### src/rtl/rxfc_pkg.sv
package rxfc_pkg;

    typedef enum logic [1:0] {
        ST_IDLE,
        ST_PREAMBLE,
        ST_DATA,
        ST_SKIP
    } rx_state_e;

    localparam logic [3:0] NIB_PRE = 4'h5;
    localparam logic [3:0] NIB_SFD = 4'hD;

    function automatic logic [31:0] bit_rev32(input logic [31:0] v);
        logic [31:0] r;
        for (int i = 0; i < 32; i++) begin
            r[i] = v[31-i];
        end
        return r;
    endfunction

endpackage

### src/rtl/rxfc_crc32.sv
module rxfc_crc32 #(
    parameter logic [31:0] POLY    = 32'h04C11DB7,
    parameter logic [31:0] RESIDUE = 32'hC704DD7B
) (
    input  logic       clk,
    input  logic       rst_n,
    input  logic       clr,
    input  logic       en,
    input  logic [7:0] din,
    output logic       match
);
    import rxfc_pkg::*;

    localparam logic [31:0] POLY_LSB = bit_rev32(POLY);

    logic [31:0] crc_q;

    function automatic logic [31:0] crc_step(input logic [31:0] c, input logic [7:0] d);
        logic [31:0] r;
        r = c;
        for (int b = 0; b < 8; b++) begin
            if (r[0] ^ d[b]) r = (r >> 1) ^ POLY_LSB;
            else             r = r >> 1;
        end
        return r;
    endfunction

    always_ff @(posedge clk) begin
        if (!rst_n || clr) crc_q <= '1;
        else if (en)       crc_q <= crc_step(crc_q, din);
    end

    assign match = (bit_rev32(crc_q) == RESIDUE);

endmodule

### config.mk
export PLATFORM = sky130hd
export DESIGN_NAME = rxfc_crc32
export DESIGN_NICKNAME = d
export VERILOG_FILES = /design/src/rtl/rxfc_pkg.sv /design/src/rtl/rxfc_crc32.sv
export SDC_FILE = /design/constraint.sdc
export NUM_CORES = 1
export LEC_CHECK = 0
export BUFFER_PORTS_ARGS = -buffer_cell sky130_fd_sc_hd__buf_2
export CAP_MARGIN = 0
export CORE_ASPECT_RATIO = 0.75
export CORE_MARGIN = 5
export CORE_UTILIZATION = 40
export CTS_CLUSTER_DIAMETER = 150
export DETAILED_ROUTE_END_ITERATION = 16
export GPL_ROUTABILITY_DRIVEN = 0
export GPL_TIMING_DRIVEN = 0
export MAX_ROUTING_LAYER = met4
export PLACE_DENSITY_LB_ADDON = 0.05
export SETUP_SLACK_MARGIN = 0.3
export SLEW_MARGIN = 20
export SYNTH_ARGS = -nofsm -noshare
export SYNTH_HDL_FRONTEND = slang
export SYNTH_SLANG_ARGS = --single-unit
### constraint.sdc
create_clock -name clk -period 2.64 [get_ports clk]
set_input_delay 0.264 -clock clk [delete_from_list [all_inputs] [get_ports clk]]
set_output_delay 0.264 -clock clk [all_outputs]
set_load 0.005 [all_outputs]
* Word-level counts from Yosys, hierarchy flattened *
Index checks and enable logic that the tools add are counted.

operators by class
  bitwise operators = 16
  reductions and logical operators = 2
  mux-type cells = 22
  eq/ne operators = 1

operators with widths
  kind                    number
  $mux W32                22
  $not A13 Y14            8
  $eq A32 B32 Y1 const B  1
  $xor A1 B1 Y1           8
  $logic_not A1 Y1        1
  $logic_or A1 B1 Y1      1

word-level totals
  output and inout port bits = 1
  input bits = 12
  logic and storage cells = 42
  flip-flop bits (word level) = 32

* Depth between registers and ports, before layout *
  depth in word-level cells = 30
  depth in mapped cells = 5
  depth with buffers taken out = 5

* Worst setup path before layout *
OpenSTA, ideal clock, no wires.

  path type = reg-to-reg
  start = reg crc_q[2]
  end = reg crc_q[4]
  stages on the path, launching flop included = 6
  library setup time = 124 ps
  arrival = 1668 ps
  path slack = 848 ps
  required time = 2516 ps
  path buffers = 0
  cell sequence = dfxtp_1 > xor2_4 > xor2_4 > xor2_2 > and3_1 > a2111o_1

between the ends
  longest elaborated chain between the ends = 25

ends and longest elaborated chain
  element                   RTL line          text
  start: declaration        rxfc_crc32.sv:16  logic [31:0] crc_q;
  start signal: assignment  rxfc_crc32.sv:30  else if (en) crc_q <= crc_step(crc_q, din);
  $mux W32 (*)              rxfc_crc32.sv:22  if (r[0] ^ d[b]) r = (r >> 1) ^ POLY_LSB;
  $mux W32 (*)              rxfc_crc32.sv:30
  $mux W32 (*)              rxfc_crc32.sv:29  if (!rst_n || clr) crc_q <= '1;
  $mux W32 (*)              rxfc_crc32.sv:22
  $mux W32 (*)              rxfc_crc32.sv:30
  $mux W32 (*)              rxfc_crc32.sv:29
  $xor A1 B1 Y1 (*)         rxfc_crc32.sv:22
  $mux W32 (*)              rxfc_crc32.sv:22
  [... 9 more ...]          --
  $mux W32 (*)              rxfc_crc32.sv:22
  $mux W32 (*)              rxfc_crc32.sv:30
  $mux W32 (*)              rxfc_crc32.sv:29
  $not A13 Y14 (no line)    --
  $mux W32 (*)              rxfc_crc32.sv:22
  $mux W32 (*)              rxfc_crc32.sv:30
  $mux W32 (*)              rxfc_crc32.sv:29
  $mux W32 (*)              rxfc_crc32.sv:22

Mark *: on every way between the ends. The rest lies on a longest branch, timed or not. The select of a mux whose other input is x is not followed.
A chain may end at the register's enable or synchronous reset.

* Final worst setup path *
Ends and elaborated chain as after synthesis.

==> results.sh <==
export IMPL_clk_insertion_delay_late_ns=0.28
export IMPL_die_area_mm2=0.00629
export IMPL_largest_reg_flops=32
export IMPL_finalWirelength_um=4710
export IMPL_synth_simple_gate_area_frac=0.142
export IMPL_die_x_um=89.9
export IMPL_syn_area_mm2=0.00192
export IMPL_syn_nets=220
export IMPL_path_clk_slew_ns=0.07
export IMPL_viasPerCell=5.15
export IMPL_clock_skew_ns=0.00348
export IMPL_wl_per_cell_um=16.6
export IMPL_largestRegisters="crc_q (32)"
export IMPL_initial_core_util=0.422
export IMPL_critPathMaxFanout=7
export IMPL_cp_buffers_inverters=0
export IMPL_final_cell_mix="xnor2_1 (42), dfxtp_1 (32), o21ai_0 (24), nor2_1 (24), xor2_1 (14)"
export IMPL_cts_setup_buffers=0
export IMPL_port_buffers=11
export IMPL_yosysUniqueCellTypes=29
export IMPL_power_leakage_nw=0.755
export IMPL_dpl_cell_count=276
export IMPL_maxCapViolCount=0
export IMPL_vdd_drop_max_v=0.000291
export IMPL_clock_path_buffers=2
export IMPL_fin_ws_ns=0.611
export IMPL_final_hold_viol_count=0
export IMPL_synth_xor_area_share=0.393
export IMPL_synth_top_family_by_area="XOR/XNOR gates"
export IMPL_grt_total_usage=0.160
export IMPL_drive_gt1_frac=0.137
export IMPL_antenna_found_initial=0
export IMPL_cts_resized_gates=0
export IMPL_post_dp_hpwl_um=3610
export IMPL_cts_sinks=32
export IMPL_vias=1462
export IMPL_mostFrequentLayoutCell="xnor2_1"
export IMPL_power_density_mw_per_mm2=730
export IMPL_grt_max_degree=11
export IMPL_layoutNonFillerInstCount=284
export IMPL_whs_ns=0.441
export IMPL_top_register="crc_q"
export IMPL_maxSlewViolCount=0
export IMPL_power_mw=1.56
export IMPL_postCtsHoldBufs=0
export IMPL_firstDrtPassIters=4
export IMPL_synth_compound_area_share=0.111
export IMPL_core_mm2=0.00455
export IMPL_overflow=0
export IMPL_cpMaxStageDelayCell="dfxtp_1"
export IMPL_path_delay_family="XOR/XNOR gates"
export IMPL_slew_headroom=0.526
export IMPL_preCtsSetupSlack_ns=0.611
export IMPL_fin_crit_ns=2.03
export IMPL_antenna_left=0
export IMPL_endpoint_kind="register"
export IMPL_area_growth_pct=11.4
export IMPL_htreeDepth=2
export IMPL_worst_ep_arrival_time_ns=2.19
export IMPL_hp_class="in -> reg"
export IMPL_num_rows=21
export IMPL_rsz0062_at_grt="no"
export IMPL_grt_pass1_vias=1495
export IMPL_synth_fa_ha_area_frac=0
export IMPL_grt_pass1_wl_um=7670
export IMPL_fin_nets=238
export IMPL_fin_crit_sh=0.768
export IMPL_tightest_slew_ns=0.705
export IMPL_critPathKind="reg -> reg"
export IMPL_drc_errors=0
export IMPL_path_cells="xor2_4, xor2_4, xor2_2, and3_1, a2111o_1"
export IMPL_worst_ep_required_time_ns=2.81
export IMPL_fmax_mhz=493
export IMPL_finalSetupTns_ns=0
export IMPL_ios=13
export IMPL_cts_buffers=5
export IMPL_ys_ff_latch=32
export IMPL_root_buffer="clkbuf_8"
export IMPL_insertedDiodeCount=0
export IMPL_seq_area_frac_synth=0.334
export IMPL_avgSynthCellArea_um2=9.22
export IMPL_muxShareOfSynthArea=0
export IMPL_synth_cells=208
export IMPL_status="complete, no violations"
export IMPL_chipHeight_um=70.0
export IMPL_critPathLaunchType="register"
export IMPL_synth_warnings=0
export IMPL_drt_iter0_markers=117
export IMPL_cpMostUsedCell="xor2_4"
export IMPL_slowest_delay_ns=0.47
export IMPL_finalSetupViolations=0
export IMPL_cts_tree="yes"
cell type report:
class                   instances  area [um2]
plain buffers                   9        33.8
clock buffers                   6        82.6
clock inverters                 2        10.0
fillers                       458        2410
inverters                       1        3.75
multi-input cells             166        1240
flip-flops and latches         32         641
well taps                      57        71.3
repair buffers                 11        55.1
metal layers:
metal  global-route usage  wire length (um)
met1                0.221              2470
met2                0.228              2040
met3               0.0408               163
met4               0.0529                44
met5                    -                 0
power breakdown:
group	internal (mW)	switching [mW]	total (mW)	leakage, nW
Sequential	0.525	0.0491	0.574	0.262
Clock	0.208	0.188	0.396	0.0510
Combinational	0.278	0.311	0.589	0.442
cell families (layout without fill, tap and decap cells):
group                     count (synthesis)  count (layout)
and+or+nand+nor                          57              57
DFF                                      32              32
buffers and inverters                    10              29
AOI/OAI and AO/OA                        40              40
xor gates and xnor gates                 69              69
Yosys cell counts:
cell       n  share of area
inv_1      1         0.0020
xnor2_2    5          0.042
and4_1     1         0.0046
and3_1     1         0.0033
xnor2_1   42           0.19
nor3_1     6          0.016
and2_1     1         0.0033
nor4_1     2         0.0065
o211ai_1   1         0.0039
xor2_1    14          0.064
nor4bb_1   1         0.0052
xnor3_1    1          0.012
xor2_4     2          0.029
nor4b_1    2         0.0091
o21ai_0   24          0.063
nand2_1   12          0.023
a21oi_1   13          0.034
nor2_1    24          0.047
o311ai_1   1         0.0046
xnor2_4    2          0.029
nand2b_1   1         0.0033
clkbuf_1   8          0.016
buf_1      1         0.0020
a2111o_1   1         0.0059
nand4_1    3         0.0098
dfxtp_1   32           0.33
nand4b_1   1         0.0046
xor2_2     3          0.025
nor2b_1    2         0.0065
worst paths after layout:
kind	slack [ns]	start	cells after the start	endpoint
worst max-delay path	0.61	crc_q[2]$_SDFFE_PP1P_	5	crc_q[4]$_SDFFE_PP1P_
worst min-delay path	0.44	clr	4	crc_q[3]$_SDFFE_PP1P_
worst max register to register	0.61	crc_q[2]$_SDFFE_PP1P_	5	crc_q[4]$_SDFFE_PP1P_
worst min register to register	0.53	crc_q[5]$_SDFFE_PP1P_	2	crc_q[5]$_SDFFE_PP1P_
worst register-to-register path: stages (launching register included):
cell and delay, ns:
dfxtp_1 0.47, xor2_4 0.41, xor2_4 0.39, xor2_2 0.12, and3_1 0.19, a2111o_1 0.34
stage by stage:
stage / area, um2 / utilization
final: 2140 / 0.470
after global routing: 2140 / 0.470
after CTS: 2140 / 0.470
after detailed placement: 2040 / 0.449
after global placement: 2040 / 0.449
after floorplan: 1920 / -
Power figures use the tool's default switching activity.
